[config.mk]
export PLATFORM = sky130hd
export DESIGN_NAME = seg_reloc_unit
export DESIGN_NICKNAME = d
export VERILOG_FILES = /design/src/rtl/seg_reloc_pkg.sv /design/src/rtl/seg_desc_file.sv /design/src/rtl/seg_check.sv /design/src/rtl/seg_out_stage.sv /design/src/rtl/seg_reloc_unit.sv
export SDC_FILE = /design/constraint.sdc
export NUM_CORES = 1
export LEC_CHECK = 0
export BUFFER_PORTS_ARGS = -buffer_cell sky130_fd_sc_hd__clkbuf_2
export CAP_MARGIN = 40
export CELL_PAD_IN_SITES_DETAIL_PLACEMENT = 0
export CELL_PAD_IN_SITES_GLOBAL_PLACEMENT = 1
export CORE_MARGIN = 3
export CORE_UTILIZATION = 48
export CTS_CLUSTER_DIAMETER = 200
export DETAILED_ROUTE_END_ITERATION = 10
export PLACE_DENSITY = 0.8
export SLEW_MARGIN = 10
export SYNTH_ARGS = -nofsm -noshare
export SYNTH_HDL_FRONTEND = slang
export SYNTH_HIERARCHICAL = 1
export SYNTH_SLANG_ARGS = --single-unit
[constraint.sdc]
create_clock -name clk_i -period 3.71 [get_ports clk_i]
set_input_delay 0.371 -clock clk_i [delete_from_list [all_inputs] [get_ports clk_i]]
set_output_delay 0.371 -clock clk_i [all_outputs]
set_load 0.005 [all_outputs]
[src/rtl/seg_reloc_pkg.sv]
package seg_reloc_pkg;
  localparam logic [3:0] CC_OK      = 4'h0;
  localparam logic [3:0] CC_WPROT   = 4'h2;
  localparam logic [3:0] CC_ILLEGAL = 4'h8;
endpackage

[src/rtl/seg_desc_file.sv]
module seg_desc_file #(
  parameter int unsigned SEG_CNT = 16,
  parameter int unsigned DATA_W  = 32,
  localparam int unsigned IDX_W  = $clog2(SEG_CNT)
) (
  input  logic              clk_i,
  input  logic              rst_ni,
  input  logic              we_i,
  input  logic [IDX_W-1:0]  widx_i,
  input  logic [DATA_W-1:0] wdata_i,
  input  logic [IDX_W-1:0]  ridx_i,
  output logic [DATA_W-1:0] rdata_o
);
  logic [DATA_W-1:0] desc_q [SEG_CNT];

  for (genvar g = 0; g < SEG_CNT; g++) begin : g_desc
    always_ff @(posedge clk_i or negedge rst_ni) begin
      if (!rst_ni)                                    desc_q[g] <= '0;
      else if (we_i && widx_i == IDX_W'(g))           desc_q[g] <= wdata_i;
    end
  end

  assign rdata_o = desc_q[ridx_i];
endmodule

[src/rtl/seg_check.sv]
module seg_check
  import seg_reloc_pkg::*;
#(
  parameter int unsigned DATA_W    = 32,
  parameter int unsigned OFF_BITS  = 16,
  parameter int unsigned SEG_BITS  = 4,
  parameter int unsigned UNIT_BITS = 8,
  parameter int unsigned PRES_BIT  = 4,
  parameter int unsigned WP_LO     = 5,
  parameter int unsigned WP_HI     = 6,
  localparam int unsigned LEN_LSB  = OFF_BITS + SEG_BITS,
  localparam int unsigned LEN_W    = DATA_W - LEN_LSB,
  localparam int unsigned LIM_W    = LEN_W + 1 + UNIT_BITS
) (
  input  logic [DATA_W-1:0]   desc_i,
  input  logic [OFF_BITS-1:0] offset_i,
  input  logic                is_write_i,
  output logic [DATA_W-1:0]   paddr_o,
  output logic [3:0]          cc_o,
  output logic                fault_o
);
  logic [LIM_W-1:0]  limit, off_ext;
  logic [DATA_W-1:0] origin;
  logic              present, in_range, wprot, illegal;

  always_comb begin
    limit    = {({1'b0, desc_i[DATA_W-1 -: LEN_W]} + {{LEN_W{1'b0}}, 1'b1}), {UNIT_BITS{1'b0}}};
    off_ext  = {{(LIM_W-OFF_BITS){1'b0}}, offset_i};
    present  = desc_i[PRES_BIT];
    in_range = off_ext < limit;
    wprot    = |desc_i[WP_HI:WP_LO];
    illegal  = !present || !in_range;
    origin   = {{(DATA_W-LEN_LSB){1'b0}}, desc_i[LEN_LSB-1:UNIT_BITS], {UNIT_BITS{1'b0}}};
    if (illegal) begin
      paddr_o = '0;
      cc_o    = CC_ILLEGAL;   // protection not reported
      fault_o = 1'b1;
    end else begin
      paddr_o = origin + {{(DATA_W-OFF_BITS){1'b0}}, offset_i};
      cc_o    = wprot ? CC_WPROT : CC_OK;
      fault_o = wprot && is_write_i;
    end
  end
endmodule

[src/rtl/seg_out_stage.sv]
module seg_out_stage #(
  parameter int unsigned DATA_W = 32
) (
  input  logic              clk_i,
  input  logic              rst_ni,
  input  logic              load_i,
  input  logic [DATA_W-1:0] paddr_i,
  input  logic [3:0]        cc_i,
  input  logic              fault_i,
  output logic [DATA_W-1:0] paddr_o,
  output logic [3:0]        cc_o,
  output logic              fault_o,
  output logic              valid_o
);
  always_ff @(posedge clk_i or negedge rst_ni) begin
    if (!rst_ni) begin
      paddr_o <= '0;
      cc_o    <= '0;
      fault_o <= 1'b0;
      valid_o <= 1'b0;
    end else begin
      valid_o <= load_i;
      if (load_i) begin
        paddr_o <= paddr_i;
        cc_o    <= cc_i;
        fault_o <= fault_i;
      end
    end
  end
endmodule

[src/rtl/seg_reloc_unit.sv]
module seg_reloc_unit #(
  parameter int unsigned DATA_W   = 32,
  parameter int unsigned OFF_BITS = 16,
  parameter int unsigned SEG_BITS = 4,
  localparam int unsigned SEG_CNT = 1 << SEG_BITS
) (
  input  logic                clk_i,
  input  logic                rst_ni,
  input  logic                desc_we_i,
  input  logic [SEG_BITS-1:0] desc_idx_i,
  input  logic [DATA_W-1:0]   desc_wdata_i,
  input  logic                req_i,
  input  logic                req_write_i,
  input  logic [DATA_W-1:0]   vaddr_i,
  output logic [DATA_W-1:0]   paddr_o,
  output logic [3:0]          cc_o,
  output logic                fault_o,
  output logic                valid_o
);
  logic [DATA_W-1:0] desc_rd, paddr_c;
  logic [3:0]        cc_c;
  logic              fault_c;

  seg_desc_file #(.SEG_CNT(SEG_CNT), .DATA_W(DATA_W)) i_desc (
    .clk_i, .rst_ni,
    .we_i    (desc_we_i),
    .widx_i  (desc_idx_i),
    .wdata_i (desc_wdata_i),
    .ridx_i  (vaddr_i[OFF_BITS +: SEG_BITS]),
    .rdata_o (desc_rd)
  );

  seg_check #(.DATA_W(DATA_W), .OFF_BITS(OFF_BITS), .SEG_BITS(SEG_BITS)) i_check (
    .desc_i     (desc_rd),
    .offset_i   (vaddr_i[OFF_BITS-1:0]),
    .is_write_i (req_write_i),
    .paddr_o    (paddr_c),
    .cc_o       (cc_c),
    .fault_o    (fault_c)
  );

  seg_out_stage #(.DATA_W(DATA_W)) i_out (
    .clk_i, .rst_ni,
    .load_i  (req_i),
    .paddr_i (paddr_c),
    .cc_i    (cc_c),
    .fault_i (fault_c),
    .paddr_o, .cc_o, .fault_o, .valid_o
  );
endmodule

==> results.py, run 1 <==
metrics = {
    "floorplan": {
        "core_mm2": 0.0447,
        "ioPinCount": 111,
        "dieArea_mm2": 0.0483,
        "rows": 77,
        "die_w_um": 220,
        "die_h_um": 220,
        "start_util_pct": 49.1,
    },
    "finish": {
        "fill_cells": 3537,
        "syn_to_final_growth_pct": 15.6,
        "drive_gt1_share_pct": 56.5,
        "n_antenna_cell": 0,
        "fin_util_pct": 56.8,
        "fin_nets": 1647,
        "layout_common_cells": "470 x dfrtp_1, 431 x mux2_2, 108 x mux4_2",
        "final_area_mm2": 0.0254,
        "final_common_cell": "dfrtp_1",
    },
    "sta": {
        "slew_violations": 0,
        "fin_crit_ns": 3.66,
        "hold_viol": 0,
        "setup_viol": 0,
        "max-slew-margin-rel_pct": 43.4,
        "worst_pin_slew_ns": 0.846,
        "whs_ns": 0.166,
        "fin_crit_sh_pct": 98.6,
        "rsz0062_at_grt": "yes",
        "fin_skew_ns": 0.0198,
        "tns_ns": 0,
        "max_freq_ghz": 0.273,
    },
    "worst_setup_path": {
        "worst_setup_path_start_kind": "flip-flop",
        "worst-r2r-cell-count": 16,
        "worstPathArrival_ns": 4.16,
        "required_ns": 4.21,
        "worstPathMaxFanout": 6,
        "critPathKind": "reg2reg",
        "end_kind": "flip-flop",
    },
    "yosys": {
        "syn_area_mm2": 0.0220,
        "syn_area_per_cell_um2": 15.2,
        "synthCells": 1440,
        "yosysWarningCount": 6,
    },
    "cts": {
        "clk_pin_slew_ns": 0.06,
        "cts-buffers-inserted": 49,
        "clock_sinks": 470,
        "cts_buffer_depth": 3,
        "cts_tree": "done",
        "clk_root_buffer_cell": "clkbuf_16",
        "htreeDepth": 2,
        "worstSkewPairLatency_ns": 0.58,
    },
    "place": {
        "dpl.hpwl_um": 33200,
        "port_buffers": 93,
        "gp_congestion": 0.774,
        "place_area_mm2": 0.0236,
    },
    "global_routing": {
        "globalRouteTotalUtil_pct": 22.0,
        "grt_pass1_vias": 13517,
        "grt_antenna_before_repair": 1,
        "overflow": 0,
        "grt_pass1_wl_um": 80800,
        "grt_start_max_net_pins": 102,
    },
    "routing": {
        "wl_per_cell_um": 23.7,
        "viasPerCell": 5.77,
        "route.detailed.drc": 0,
        "ant_nets": 0,
        "drt-initial-drc-count": 854,
        "firstDrtPassIters": 5,
        "via_count": 12623,
        "wl_um": 51800,
    },
    "power": {
        "p_per_area_mw_per_mm2": 587,
        "ir_worst_vdd_v": 0.000432,
        "p_leak_nw": 11.2,
    },
    "run_status": {
        "status": "completed",
    },
    "worst_hold_path": {
        "holdPathStages": 4,
        "hp-class": "in2reg",
    },
    "job": {
        "cap_violations": 0,
    },
}
-- flip-flops by register name, summed over array words and instances, names as in the netlist --
signal         cells
i_desc/desc_q    432
i_out/cc_o         4
i_out/fault_o      1
i_out/valid_o      1
i_out/paddr_o     32
-- where the power goes --
part           internal, mW  leakage [nW]  switching [mW]
logic                  1.87          4.61            1.24
clock network          2.94         0.814            1.99
registers              6.30          5.78           0.578
total                  11.1          11.2            3.80
-- per-layer routing --
metal	global-route usage (%)	vias to the layer above	wire, um
li1	-	5507	-
met1	30.7	6839	23100
met2	36.7	205	25700
met3	3.23	70	1910
met4	5.47	2	1020
met5	0	-	9
-- stage by stage --
stage	power, mW	setup slack (ns)	std cells
after floorplan	8.99	-0.105	1452
after global placement	9.82	-0.534	2088
after detailed placement	10.0	-0.362	2093
after CTS	15.0	0.00195	2183
after global routing	15.6	-0.0953	2186
final	14.9	0.0507	2186
-- final cells by class --
cell class / count / area [um^2] / share of cell area (%)
well taps: 592 / 741 / 2.92
flip-flops and latches: 470 / 11800 / 46.3
inverters: 15 / 56.3 / 0.222
multi-input cells: 823 / 9660 / 38.1
repair buffers: 197 / 1540 / 6.05
clock inverters: 15 / 158 / 0.621
clock buffers: 74 / 1470 / 5.79
-- path summary, 6_finish.rpt --
kind | slack, ns | endpoint | startpoint
min in group asynchronous | 0.45 | i_out/paddr_o[29]$_DFFE_PN0P_ | rst_ni
worst min-delay path | 0.17 | i_out/paddr_o[6]$_DFFE_PN0P_ | vaddr_i[6]
max in group asynchronous | 2.27 | i_desc/desc_q[87]$_DFFE_PN0P_ | rst_ni
worst max register to register | 0.05 | i_out/paddr_o[13]$_DFFE_PN0P_ | i_desc/desc_q[406]$_DFFE_PN0P_
worst max-delay path | 0.05 | i_out/paddr_o[13]$_DFFE_PN0P_ | i_desc/desc_q[406]$_DFFE_PN0P_
worst min register to register | 0.49 | i_desc/desc_q[390]$_DFFE_PN0P_ | i_desc/desc_q[390]$_DFFE_PN0P_
-- critical path: stages (launching register included) --
cell     delay (ns)
dfrtp_1        0.38
mux4_2         0.46
a22oi_1        0.19
nand2_1        0.12
and4_4         0.22
and3_4         0.18
nand2_2        0.05
xor2_1         0.07
ha_2           0.17
or4b_1         0.49
a221o_1        0.29
a31oi_2        0.19
o41ai_4        0.16
buf_6          0.17
buf_4          0.15
nor2_2         0.13
mux2_4         0.16
-- what timing repair did --
item,CTS,global route
setup buffers,0,2
endpoints found under the hold margin,96,0
pin swaps,3,10
resized for setup,7,25
hold buffers,1,0
cloned,0,1
endpoints found under the setup margin,12,22
Note: power is estimated with default switching activity, not from simulation.
==> inputs of run 2 (changes only) <==
--- a/config.mk
+++ b/config.mk
@@ -10,10 +10,11 @@
 export CELL_PAD_IN_SITES_DETAIL_PLACEMENT = 0
 export CELL_PAD_IN_SITES_GLOBAL_PLACEMENT = 1
 export CORE_MARGIN = 3
-export CORE_UTILIZATION = 48
+export CORE_UTILIZATION = 50
+export CTS_BUF_LIST = sky130_fd_sc_hd__clkbuf_4 sky130_fd_sc_hd__clkbuf_8
 export CTS_CLUSTER_DIAMETER = 200
 export DETAILED_ROUTE_END_ITERATION = 10
-export PLACE_DENSITY = 0.8
+export PLACE_DENSITY = 0.82
 export SLEW_MARGIN = 10
 export SYNTH_ARGS = -nofsm -noshare
 export SYNTH_HDL_FRONTEND = slang
==> results.py, run 2 (synthesis results as in run 1) <==
metrics = {
    "worst_setup_path": {
        "worst_setup_path_start_kind": "flip-flop",
        "worstPathMaxFanout": 6,
        "crit_path_top_delay_cell": "or4b_4",
        "critPathMaxStageDelay_ns": 0.50,
        "critPathKind": "reg2reg",
        "crit_chain": "mux4_2 > a22oi_2 > nand2_1 > and4_4 > and3_4 > nand2_2 > xor2_1 > ha_2 > or4b_4 > a221o_1 > a31oi_4 > o41ai_4 > buf_6 > buf_4 > a211oi_2 > mux2_4",
        "required_ns": 4.27,
        "worstPathArrival_ns": 4.26,
        "end_kind": "flip-flop",
    },
    "floorplan": {
        "rows": 76,
        "ioPinCount": 111,
        "core_mm2": 0.0433,
        "die_h_um": 216,
        "start_util_pct": 50.7,
        "die_w_um": 216,
        "dieArea_mm2": 0.0465,
    },
    "power": {
        "ir_worst_vdd_v": 0.000317,
        "p_per_area_mw_per_mm2": 577,
        "p_leak_nw": 11.2,
        "power.total_mw": 14.7,
    },
    "global_routing": {
        "globalRouteTotalUtil_pct": 23.4,
        "overflow": 0,
        "grt_pass1_vias": 13714,
        "grt_pass1_wl_um": 83000,
        "grt_start_max_net_pins": 118,
        "grt_antenna_before_repair": 1,
    },
    "job": {
        "cap_violations": 0,
    },
    "place": {
        "place_area_mm2": 0.0236,
        "dpl.hpwl_um": 33200,
        "gp_congestion": 0.790,
        "port_buffers": 93,
    },
    "cts": {
        "worstSkewPairLatency_ns": 0.63,
        "cts_buffer_depth": 3,
        "clk_pin_slew_ns": 0.06,
        "cts_tree": "done",
        "cts-buffers-inserted": 79,
        "clock_sinks": 470,
        "htreeDepth": 3,
        "clk_root_buffer_cell": "clkbuf_8",
    },
    "sta": {
        "slew_violations": 0,
        "rsz0062_at_grt": "yes",
        "fin_skew_ns": 0.0213,
        "max_freq_ghz": 0.270,
        "fin_crit_ns": 3.70,
        "setup_viol": 0,
        "tns_ns": 0,
        "worst_pin_slew_ns": 0.970,
        "hold_viol": 0,
        "whs_ns": 0.115,
        "fin_crit_sh_pct": 99.7,
        "max-slew-margin-rel_pct": 35.3,
    },
    "finish": {
        "final_common_cell": "dfrtp_1",
        "drive_gt1_share_pct": 58.0,
        "largest_reg_flops": 432,
        "layout_common_cells": "470 x dfrtp_1, 432 x mux2_2, 108 x mux4_2",
        "syn_to_final_growth_pct": 15.7,
        "top_register": "i_desc/desc_q",
        "fin_util_pct": 58.7,
        "top_regs": "i_desc/desc_q x432, i_out/paddr_o x32, i_out/cc_o x4",
        "register_area_mm2": 0.0118,
        "fin_nets": 1682,
        "fill_cells": 3393,
        "multi_input_area_mm2": 0.00967,
        "final_area_mm2": 0.0254,
    },
    "routing": {
        "firstDrtPassIters": 4,
        "wl_um": 53400,
        "ant_nets": 0,
        "route.detailed.drc": 0,
        "viasPerCell": 5.79,
        "wl_per_cell_um": 23.9,
        "via_count": 12909,
        "drt-initial-drc-count": 979,
    },
    "worst_hold_path": {
        "hp-class": "in2reg",
    },
    "run_status": {
        "status": "completed",
    },
}
[run 2: cell count changes in the layout (fill, tap and decap cells not counted), moves of 2 or more]
cell	delta
clkbuf_8	+78
clkbuf_16	-49
clkbuf_4	+26
clkbuf_1	-10
nor2_1	+8
nor2_2	-7
buf_4	+6
clkinvlp_4	+4
a22oi_1	-2
a22oi_2	+2
clkinv_2	-2
inv_6	-2
[run 2: path summary, 6_finish.rpt]
check	start	endpoint	slack, ns	depth (start not counted)
min in group asynchronous	rst_ni	i_out/paddr_o[10]$_DFFE_PN0P_	0.42	2
worst min-delay path	vaddr_i[1]	i_out/paddr_o[1]$_DFFE_PN0P_	0.12	4
max in group asynchronous	rst_ni	i_desc/desc_q[381]$_DFFE_PN0P_	2.21	3
worst min register to register	i_desc/desc_q[390]$_DFFE_PN0P_	i_desc/desc_q[390]$_DFFE_PN0P_	0.48	1
worst max-delay path	i_desc/desc_q[153]$_DFFE_PN0P_	i_out/paddr_o[12]$_DFFE_PN0P_	0.01	16
worst max register to register	i_desc/desc_q[153]$_DFFE_PN0P_	i_out/paddr_o[12]$_DFFE_PN0P_	0.01	16
[run 2: timing repair]
item | in CTS | in global routing
endpoints found under the setup margin | 5 | 20
gates resized for setup | 3 | 20
cloned | 0 | 1
hold endpoints to repair | 106 | 0
buffers inserted | 0 | 3
pin swaps | 0 | 12
hold buffers | 1 | 0
[run 2: worst max-delay path, delay by kind of cell (launching register included)]
family / cells / cell delay (ns)
adders and majority gates: 1 / 0.18
xor gates and xnor gates: 1 / 0.07
DFF: 1 / 0.39
and+or+nand+nor: 5 / 1.03
buffers and inverters: 2 / 0.33
AOI/OAI and AO/OA: 5 / 0.98
muxes: 2 / 0.66
[run 2: stage by stage]
step | worst slack, ns | cells
detailed placement | -0.396 | 2090
global route | -0.0779 | 2230
floorplan | -0.105 | 1452
CTS | 0.0101 | 2225
finish | 0.0119 | 2230
global placement | -0.464 | 2086
[run 2: power breakdown]
part / switching, mW / leakage [nW] / internal [mW]
combinational: 1.23 / 4.62 / 1.86
clock: 2.02 / 0.853 / 2.67
sequential: 0.578 / 5.78 / 6.30
total: 3.83 / 11.2 / 10.8
[run 2: metal layers]
metal	share of wire [%]	global-route usage, %	vias up
met3	3.9	4.66	93
li1	-	-	5587
met1	43	31.6	6978
met4	2.7	7.62	0
met2	50	38.4	251
met5	0	0	-
[run 2: cell type report]
class / count / area share, %
clock inverter: 15 / 0.547
timing repair buffer: 202 / 6.13
sequential: 470 / 46.3
tap: 585 / 2.88
inverter: 15 / 0.222
multi-input combinational: 823 / 38.1
antenna: 1 / 0.00986
clock buffer: 119 / 5.81
